## src/rtl/tdm_port_pkg.sv

```systemverilog
package tdm_port_pkg;

    localparam int DEF_SAMPLE_W = 16;
    localparam int DEF_CONT_W   = 24;
    localparam int DEF_SLOTS    = 4;
    localparam int DEF_STAGES   = 2;

    // Pin activity after synchronization, one system clock per event
    typedef struct packed {
        logic rise;   // bit clock went high
        logic fall;   // bit clock went low
        logic fs;     // frame sync level, aligned with the edge flags
        logic din;    // serial input level, aligned with the edge flags
    } pin_evt_t;

endpackage

```

## src/rtl/tdm_pin_sync.sv

```systemverilog
module tdm_pin_sync
    import tdm_port_pkg::*;
#(
    parameter int STAGES = DEF_STAGES
) (
    input  logic     clk,
    input  logic     rst,
    input  logic     bclk_in,
    input  logic     fsync_in,
    input  logic     sdin_in,
    output pin_evt_t evt
);

    localparam int LANES = 3;

    logic [LANES-1:0] stage [STAGES];
    logic             bclk_prev;

    for (genvar g = 0; g < STAGES; g++) begin : g_stage
        if (g == 0) begin : g_first
            always_ff @(posedge clk) begin
                if (rst) stage[g] <= '0;
                else     stage[g] <= {bclk_in, fsync_in, sdin_in};
            end
        end else begin : g_next
            always_ff @(posedge clk) begin
                if (rst) stage[g] <= '0;
                else     stage[g] <= stage[g-1];
            end
        end
    end

    always_ff @(posedge clk) begin
        if (rst) bclk_prev <= 1'b0;
        else     bclk_prev <= stage[STAGES-1][2];
    end

    always_comb begin
        evt.rise = stage[STAGES-1][2] & ~bclk_prev;
        evt.fall = ~stage[STAGES-1][2] & bclk_prev;
        evt.fs   = stage[STAGES-1][1];
        evt.din  = stage[STAGES-1][0];
    end

endmodule

```

## src/rtl/tdm_rx_slots.sv

```systemverilog
module tdm_rx_slots
    import tdm_port_pkg::*;
#(
    parameter int SAMPLE_W = DEF_SAMPLE_W,
    parameter int CONT_W   = DEF_CONT_W,
    parameter int SLOTS    = DEF_SLOTS
) (
    input  logic                      clk,
    input  logic                      rst,
    input  logic                      bit_fall,
    input  logic                      fs_lvl,
    input  logic                      din,
    input  logic                      clr_overrun,
    output logic [SLOTS*CONT_W-1:0]   rx_slots,
    output logic                      frame_done,
    output logic                      overrun
);

    localparam int PTR_W = $clog2(SLOTS + 1);
    localparam int IDX_W = $clog2(SLOTS);
    localparam int BIT_W = $clog2(SAMPLE_W);
    localparam int PAD_W = CONT_W - SAMPLE_W;

    logic                  armed;
    logic [BIT_W-1:0]      bitcnt;
    logic [PTR_W-1:0]      ptr;
    logic [SAMPLE_W-2:0]   shreg;
    logic [CONT_W-1:0]     slot_q [SLOTS];

    logic [SAMPLE_W-1:0]   next_word;
    logic                  word_end;

    assign next_word = {shreg, din};
    assign word_end  = (bitcnt == BIT_W'(SAMPLE_W - 1));

    always_ff @(posedge clk) begin
        if (rst) begin
            armed      <= 1'b0;
            bitcnt     <= '0;
            ptr        <= '0;
            shreg      <= '0;
            frame_done <= 1'b0;
            overrun    <= 1'b0;
            for (int k = 0; k < SLOTS; k++) slot_q[k] <= '0;
        end else begin
            frame_done <= 1'b0;
            if (clr_overrun) overrun <= 1'b0;
            if (bit_fall) begin
                if (armed) begin
                    shreg  <= next_word[SAMPLE_W-2:0];
                    bitcnt <= bitcnt + 1'b1;
                    if (word_end) begin
                        bitcnt <= '0;
                        if (ptr < PTR_W'(SLOTS)) begin
                            slot_q[ptr[IDX_W-1:0]] <= {next_word, {PAD_W{1'b0}}};
                            ptr <= ptr + 1'b1;
                            if (ptr == PTR_W'(1)) frame_done <= 1'b1;
                        end else begin
                            overrun <= 1'b1;
                        end
                    end
                end
                // frame start: pointer back to base, partial word dropped
                if (fs_lvl) begin
                    armed  <= 1'b1;
                    bitcnt <= '0;
                    ptr    <= '0;
                end
            end
        end
    end

    for (genvar g = 0; g < SLOTS; g++) begin : g_out
        assign rx_slots[g*CONT_W +: CONT_W] = slot_q[g];
    end

endmodule

```

## src/rtl/tdm_tx_slots.sv

```systemverilog
module tdm_tx_slots
    import tdm_port_pkg::*;
#(
    parameter int SAMPLE_W = DEF_SAMPLE_W,
    parameter int SLOTS    = DEF_SLOTS
) (
    input  logic                           clk,
    input  logic                           rst,
    input  logic                           bit_rise,
    input  logic                           bit_fall,
    input  logic                           fs_lvl,
    input  logic                           tx_load,
    input  logic [SAMPLE_W-1:0]            tx_left,
    input  logic [SAMPLE_W-1:0]            tx_right,
    input  logic [(SLOTS-2)*SAMPLE_W-1:0]  ctrl_words,
    input  logic                           clr_underrun,
    output logic                           sdout,
    output logic                           underrun
);

    localparam int PTR_W = $clog2(SLOTS + 1);
    localparam int IDX_W = $clog2(SLOTS);
    localparam int BIT_W = $clog2(SAMPLE_W);

    logic                 armed;
    logic                 loaded;
    logic [SAMPLE_W-1:0]  pend_l, pend_r;
    logic [SAMPLE_W-1:0]  tbuf [SLOTS];
    logic [BIT_W-1:0]     bitcnt;
    logic [PTR_W-1:0]     ptr;
    logic [BIT_W-1:0]     bit_sel;

    assign bit_sel = BIT_W'(SAMPLE_W - 1) - bitcnt;

    always_ff @(posedge clk) begin
        if (rst) begin
            armed    <= 1'b0;
            loaded   <= 1'b0;
            pend_l   <= '0;
            pend_r   <= '0;
            bitcnt   <= '0;
            ptr      <= '0;
            sdout    <= 1'b0;
            underrun <= 1'b0;
            for (int k = 0; k < SLOTS; k++) tbuf[k] <= '0;
        end else begin
            if (clr_underrun) underrun <= 1'b0;
            if (tx_load) begin
                pend_l <= tx_left;
                pend_r <= tx_right;
                loaded <= 1'b1;
            end
            if (bit_fall && fs_lvl) begin
                armed  <= 1'b1;
                bitcnt <= '0;
                ptr    <= '0;
                if (loaded) begin
                    tbuf[0] <= pend_l;
                    tbuf[1] <= pend_r;
                end else begin
                    tbuf[0]  <= '0;
                    tbuf[1]  <= '0;
                    underrun <= 1'b1;
                end
                // a load in this very cycle belongs to the following frame
                loaded <= tx_load;
                for (int k = 2; k < SLOTS; k++)
                    tbuf[k] <= ctrl_words[(k-2)*SAMPLE_W +: SAMPLE_W];
            end else if (bit_rise && armed) begin
                if (ptr < PTR_W'(SLOTS)) sdout <= tbuf[ptr[IDX_W-1:0]][bit_sel];
                else                     sdout <= 1'b0;
                bitcnt <= bitcnt + 1'b1;
                if (bitcnt == BIT_W'(SAMPLE_W - 1)) begin
                    bitcnt <= '0;
                    if (ptr < PTR_W'(SLOTS)) ptr <= ptr + 1'b1;
                end
            end
        end
    end

endmodule

```

## src/rtl/tdm_slot_port.sv

```systemverilog
module tdm_slot_port
    import tdm_port_pkg::*;
#(
    parameter int SAMPLE_W = DEF_SAMPLE_W,
    parameter int CONT_W   = DEF_CONT_W,
    parameter int SLOTS    = DEF_SLOTS,
    parameter int STAGES   = DEF_STAGES
) (
    input  logic                           clk,
    input  logic                           rst,
    input  logic                           bclk_in,
    input  logic                           fsync_in,
    input  logic                           sdin_in,
    output logic                           sdout,
    input  logic                           tx_load,
    input  logic [SAMPLE_W-1:0]            tx_left,
    input  logic [SAMPLE_W-1:0]            tx_right,
    input  logic [(SLOTS-2)*SAMPLE_W-1:0]  ctrl_words,
    input  logic                           clr_underrun,
    input  logic                           clr_overrun,
    output logic [SLOTS*CONT_W-1:0]        rx_slots,
    output logic                           frame_done,
    output logic                           underrun,
    output logic                           overrun
);

    pin_evt_t evt;

    tdm_pin_sync #(.STAGES(STAGES)) i_sync (
        .clk      (clk),
        .rst      (rst),
        .bclk_in  (bclk_in),
        .fsync_in (fsync_in),
        .sdin_in  (sdin_in),
        .evt      (evt)
    );

    tdm_rx_slots #(.SAMPLE_W(SAMPLE_W), .CONT_W(CONT_W), .SLOTS(SLOTS)) i_rx (
        .clk         (clk),
        .rst         (rst),
        .bit_fall    (evt.fall),
        .fs_lvl      (evt.fs),
        .din         (evt.din),
        .clr_overrun (clr_overrun),
        .rx_slots    (rx_slots),
        .frame_done  (frame_done),
        .overrun     (overrun)
    );

    tdm_tx_slots #(.SAMPLE_W(SAMPLE_W), .SLOTS(SLOTS)) i_tx (
        .clk          (clk),
        .rst          (rst),
        .bit_rise     (evt.rise),
        .bit_fall     (evt.fall),
        .fs_lvl       (evt.fs),
        .tx_load      (tx_load),
        .tx_left      (tx_left),
        .tx_right     (tx_right),
        .ctrl_words   (ctrl_words),
        .clr_underrun (clr_underrun),
        .sdout        (sdout),
        .underrun     (underrun)
    );

endmodule

```

## config.mk

```make
export PLATFORM = sky130hd
export DESIGN_NAME = tdm_slot_port
export DESIGN_NICKNAME = d
export VERILOG_FILES = /design/src/rtl/tdm_port_pkg.sv /design/src/rtl/tdm_pin_sync.sv /design/src/rtl/tdm_rx_slots.sv /design/src/rtl/tdm_tx_slots.sv /design/src/rtl/tdm_slot_port.sv
export SDC_FILE = /design/constraint.sdc
export NUM_CORES = 1
export LEC_CHECK = 0
export BUFFER_PORTS_ARGS = -buffer_cell sky130_fd_sc_hd__buf_2
export CAP_MARGIN = 25
export CORE_MARGIN = 5
export CORE_UTILIZATION = 55
export DETAILED_ROUTE_END_ITERATION = 12
export PLACE_DENSITY = 0.9
export SKIP_CTS_REPAIR_TIMING = 1
export SYNTH_ARGS = -nofsm -noshare
export SYNTH_HDL_FRONTEND = slang
export SYNTH_HIERARCHICAL = 1
export SYNTH_SLANG_ARGS = --single-unit
```

## constraint.sdc

```tcl
create_clock -name clk -period 3.78 [get_ports clk]
set_clock_uncertainty 0.2 [all_clocks]
set_input_delay 0.378 -clock clk [delete_from_list [all_inputs] [get_ports clk]]
set_output_delay 0.378 -clock clk [all_outputs]
set_load 0.05 [all_outputs]
```

### After elaboration in Yosys (flattened, before gate mapping)

Memory sizes are Yosys's and may differ from the RTL's. A register that Yosys moved wholly into a read port is not among the register bits.
Cells that the tools add are included.

* $add $sub $neg: 5
* order comparisons: 3
* equality and inequality tests: 3
* multiplexer cells: 55
* bitwise gates (word level): 17
* reductions and logical operators: 15

Operator list (count)
* $mux 16: 7
* $mux 1: 34
* $mux 3: 6
* $mux 4: 4
* $reduce_or 16->1: 1
* $add 4x1->4 const B: 2
* $eq 4x4->1 const B: 2
* $or 1x1->1: 8
* $reduce_and 2->1: 4
* $reduce_bool 2->1: 4
* $not 1->1: 7
* $add 3x1->3 const B: 2
* $lt 3x3->1 const B: 2
* $mux 2: 3
* $lt 4x5->1 const B: 1
* $reduce_or 5->1: 1
* $bmux 1 s4: 1
* $reduce_and 4->1: 1
* $sub 4x4->4 const A: 1
* $eq 3x1->1 const B: 1
* $reduce_and 3->1: 1
* $and 1x1->1: 2
* $logic_and 1x1->1: 2
* $reduce_or 2->1: 1

* register bits after elaboration: 69
* memory bits (writable): 134
* input port bits: 72
* output and inout bits: 100
* word-level logic and storage cells: 116
* memories kept: 3

Memory list
* i_rx.slot_q: depth 4, width 16, read ports 4, clocked after Yosys merged registers in 0, write ports 4, RTL line tdm_rx_slots.sv:28 `logic [CONT_W-1:0] slot_q [SLOTS];`
* i_tx.tbuf: depth 4, width 16, read ports 1, clocked after Yosys merged registers in 1, write ports 4, RTL line tdm_tx_slots.sv:28 `logic [SAMPLE_W-1:0] tbuf [SLOTS];`
* i_sync.stage: depth 2, width 3, read ports 2, clocked after Yosys merged registers in 0, write ports 2, RTL line tdm_pin_sync.sv:16 `logic [LANES-1:0] stage [STAGES];`

### Logic depth before layout (Yosys ltp)

* word-level depth: 9
* depth in mapped cells: 7
* depth with buffers taken out: 6

### Cells and area by module

The synthesis kept the hierarchy.

Modules (own cells, without submodules)
* tdm_tx_slots: instances 1, cells an instance 335, area each 4510.6 µm², seq. area each 2822.7 µm²
* tdm_rx_slots: instances 1, cells an instance 308, area each 3713.6 µm², seq. area each 2422.3 µm²
* tdm_pin_sync: instances 1, cells an instance 18, area each 211.5 µm², seq. area each 140.1 µm²

### Worst setup path after synthesis

No wires, ideal clock.

* path type: reg2reg
* from: register i_sync.bclk_prev, read port of i_sync.stage
* to: memory i_rx/slot_q[0][0] in the netlist's numbering (enable)
* library setup time: 414 ps
* data arrival time: 2717 ps
* required time: 3166 ps
* slack: 449 ps
* stages on the path, launching flop included: 8
* path buffers: 3
* period minus slack after synthesis: 3331 ps
* cells stage by stage: dfxtp_1 > nor2b_1 > buf_4 > nand3_2 > buf_2 > or2_1 > buf_2 > o31ai_1

RTL lines
* start: declaration: RTL line tdm_pin_sync.sv:17 `logic bclk_prev;`
* end: declaration: RTL line tdm_rx_slots.sv:28

==> summary.txt <==
status: finished with violations
failing checks: hold timing
clock power share: 39.7%
placed insts: 955
Worst setup SP type: flip-flop
Final TNS setup: 0 ps
Comb pwr share: 8.8%
H-tree levels: 1
CTS max path bufs: 3
commonest non-fill, non-tap cell in the layout: buf_2
# setup viols final: 0
CP max-delay cell: dfxtp_1
most frequent cells in the layout: 139 x buf_2, 128 x edfxtp_1, 83 x and2_1, 77 x dfxtp_1, 60 x dlygate4sd3_1
area of the mapped netlist: 8436 sq um
routed wire length: 20940 um
Leak Pwr: 0.004261 uW
Data required, critical path: 3960 ps
#FFs+latches synth: 205
Mean Syn Cell Area: 12.76 sq um
Critical R2R Capture: i_tx/sdout
slowest stage delay, CP: 830 ps
DR vias/cell: 5.551
CORE AREA: 15150 sq um
routing usage on met3: 3.938%
Post-synth EDFFs: 128
Tcrit/Tclk final: 73.63%
cells along the critical path: buf_4 > mux4_2 > a22o_1 > a221oi_1 > o21ai_0 > a22o_1
vias in the first global route: 5273
Num CTS Buffers: 21
fin cells: 1052
Ys Warns: 6
FF-to-FF path depth: 6
crit path time final: 2783 ps
Seq/Total Area, Yosys: 63.84%
top achievable clock speed: 359.3 MHz
CTS tree: yes
P_int: 3636 uW
Total GRT Usage: 19.04%
RSZ-0062 raised after global routing: no
Max-slew headroom: 32.78%
global-route wire length before repair: 27570 um
vias: 5840
initial antenna violation count: 0
total congestion overflow: 0
synthesis-to-layout area growth: 22.78%
slew of the pin with the lowest slew margin: 1008 ps
peak supply drop: 0.0005163 V
Iteration-0 DRC Markers: 486
Net Sw Frac: 24.96%
Crit path top cell by count: a22o_1
hold_ws: -29.88 ps
I/O Buffers: 139
Sink Count: 205
kind of cell adding the most delay to the critical path: compound AO/OA/AOI/OAI gates
die height: 133.8 um
Pwr Density: 467.8 nW/um^2
WP buf/inv: 1
clk slew on worst S/H paths: 60 ps
CTS root buffer: clkbuf_16
GR Layer Usage met1: 25.26%
largest net degree at the start of global routing: 65
gr busiest metal: met2
Initial Utilization: 55.70%
final net count: 927
ys async rst share: 0%
critical path depth: 6
register share of total power: 51.5%
drc violations: 0
wire length per cell: 19.91 um
Sw Pwr: 1209 uW
crit path to: i_tx/sdout
Hold Vio Cnt, Final: 3
GR Layer Usage met2: 32.17%
CP endpoint kind: flip-flop
die area: 17910 sq um
ANT cells: 0
WS Path Type: flip-flop to flip-flop
HPWL after DPL: 11390 um
layout cells sized above 1: 23.50%
TritonRoute pass-1 iters: 5
ANT nets after route: 0
RD Place Congestion: 0.8552
worst-skew pair later-pin latency: 500 ps
Ports: 172
final slew viol count: 0
MaxCap Viol Count: 0
count of different cell masters after synthesis: 53
dominant synthesized flop cell: edfxtp_1
die width: 133.8 um
fill count: 915
Worst Path Arrival: 2970 ps
HP Class: primary input to flip-flop
Core Rows: 45
critical-path maximum fanout: 13
R2R setup slack: 1000 ps
Cells after Synth: 661
-- worst min-delay path, stage by stage --
cell and delay (ps):
buf_2 100, mux2i_1 70, nor2_1 80
-- cell families after synthesis --
family	synth area share [%]
DFF	63.84
and+or+nand+nor	17.25
muxes	8.662
other	0.04445
xor gates and xnor gates	0.4154
adders and majority gates	0.7416
buffers and inverters	5.161
AOI/OAI and AO/OA	3.886
-- per-stage QoR --
stage	utilization (%)	hold WS (ps)	setup slack [ps]	cell area (sq um)	total power [uW]
4_1_cts	64.42	-135.5	988.9	9757	4781
3_5_place_dp	60.31	228.7	1037	9134	2899
2_1_floorplan	-	213.8	448.7	8552	2822
5_1_grt	68.38	-2.454	811.2	10360	4982
6_report	68.38	-29.88	996.8	10360	4845
3_3_place_gp	60.31	222.0	1046	9134	2890
-- cell usage after synthesis (5+ instances only) --
master | instances | area, sq um
a21oi_1 | 30 | 150.1
and2_1 | 83 | 519.3
and3_1 | 35 | 219.0
buf_2 | 5 | 25.02
buf_4 | 35 | 262.8
clkbuf_1 | 28 | 105.1
dfxtp_1 | 77 | 1541
edfxtp_1 | 128 | 3844
ha_1 | 5 | 62.56
mux2i_1 | 34 | 340.3
mux4_1 | 5 | 131.4
mux4_2 | 11 | 247.7
nand2_1 | 44 | 165.2
nor2_1 | 58 | 217.7
nor2b_1 | 13 | 81.33
nor4_2 | 6 | 75.07
o21ai_0 | 7 | 35.03
-- metal layers --
layer | vias to the layer above | share of wire (%)
met2 | 332 | 53
met5 | - | 0
met1 | 2809 | 37
met3 | 49 | 7.6
li1 | 2650 | -
met4 | 0 | 2.9
-- registers in the layout, indices dropped and copies added (netlist names), 3 cells and up, named ones only --
signal	cells
i_tx/pend_r	16
i_rx/ptr	3
i_tx/ptr	3
i_tx/pend_l	16
i_rx/slot_q	64
i_tx/bitcnt	4
i_sync/stage	6
i_tx/tbuf	64
i_rx/bitcnt	4
i_rx/shreg	15
-- final cells by class --
type / instances / area (sq um) / share of cell area [%]
clock inverters: 9 / 61.31 / 0.5919
clock buffers: 28 / 561.8 / 5.424
flip-flops and latches: 205 / 5385 / 51.99
inverters: 5 / 18.77 / 0.1812
multi-input cells: 410 / 2739 / 26.44
well taps: 188 / 235.2 / 2.271
repair buffers: 207 / 1356 / 13.09
-- power groups by stage --
stage / clock network [uW] / logic, uW / registers, uW
2_1_floorplan: 0 / 189 / 2630
3_3_place_gp: 0 / 356 / 2530
3_5_place_dp: 0 / 362 / 2540
4_1_cts: 1930 / 364 / 2490
5_1_grt: 2040 / 445 / 2500
6_report: 1920 / 427 / 2490
-- worst min-delay path by stage --
stage	cells after the start	startpoint	slack, ps	to
floorplan	1	i_sync/stage[0][0]	210	i_sync/stage[1][0]
global placement	1	i_sync/stage[0][1]	220	i_sync/stage[1][1]
detailed placement	1	i_sync/stage[0][1]	230	i_sync/stage[1][1]
CTS	2	sdin_in	-140	i_sync/stage[0][0]
global route	2	ctrl_words[20]	-2	i_tx/tbuf[3][4]
finish	3	tx_right[14]	-30	i_tx/pend_r[14]
Power figures use the tool's default switching activity.
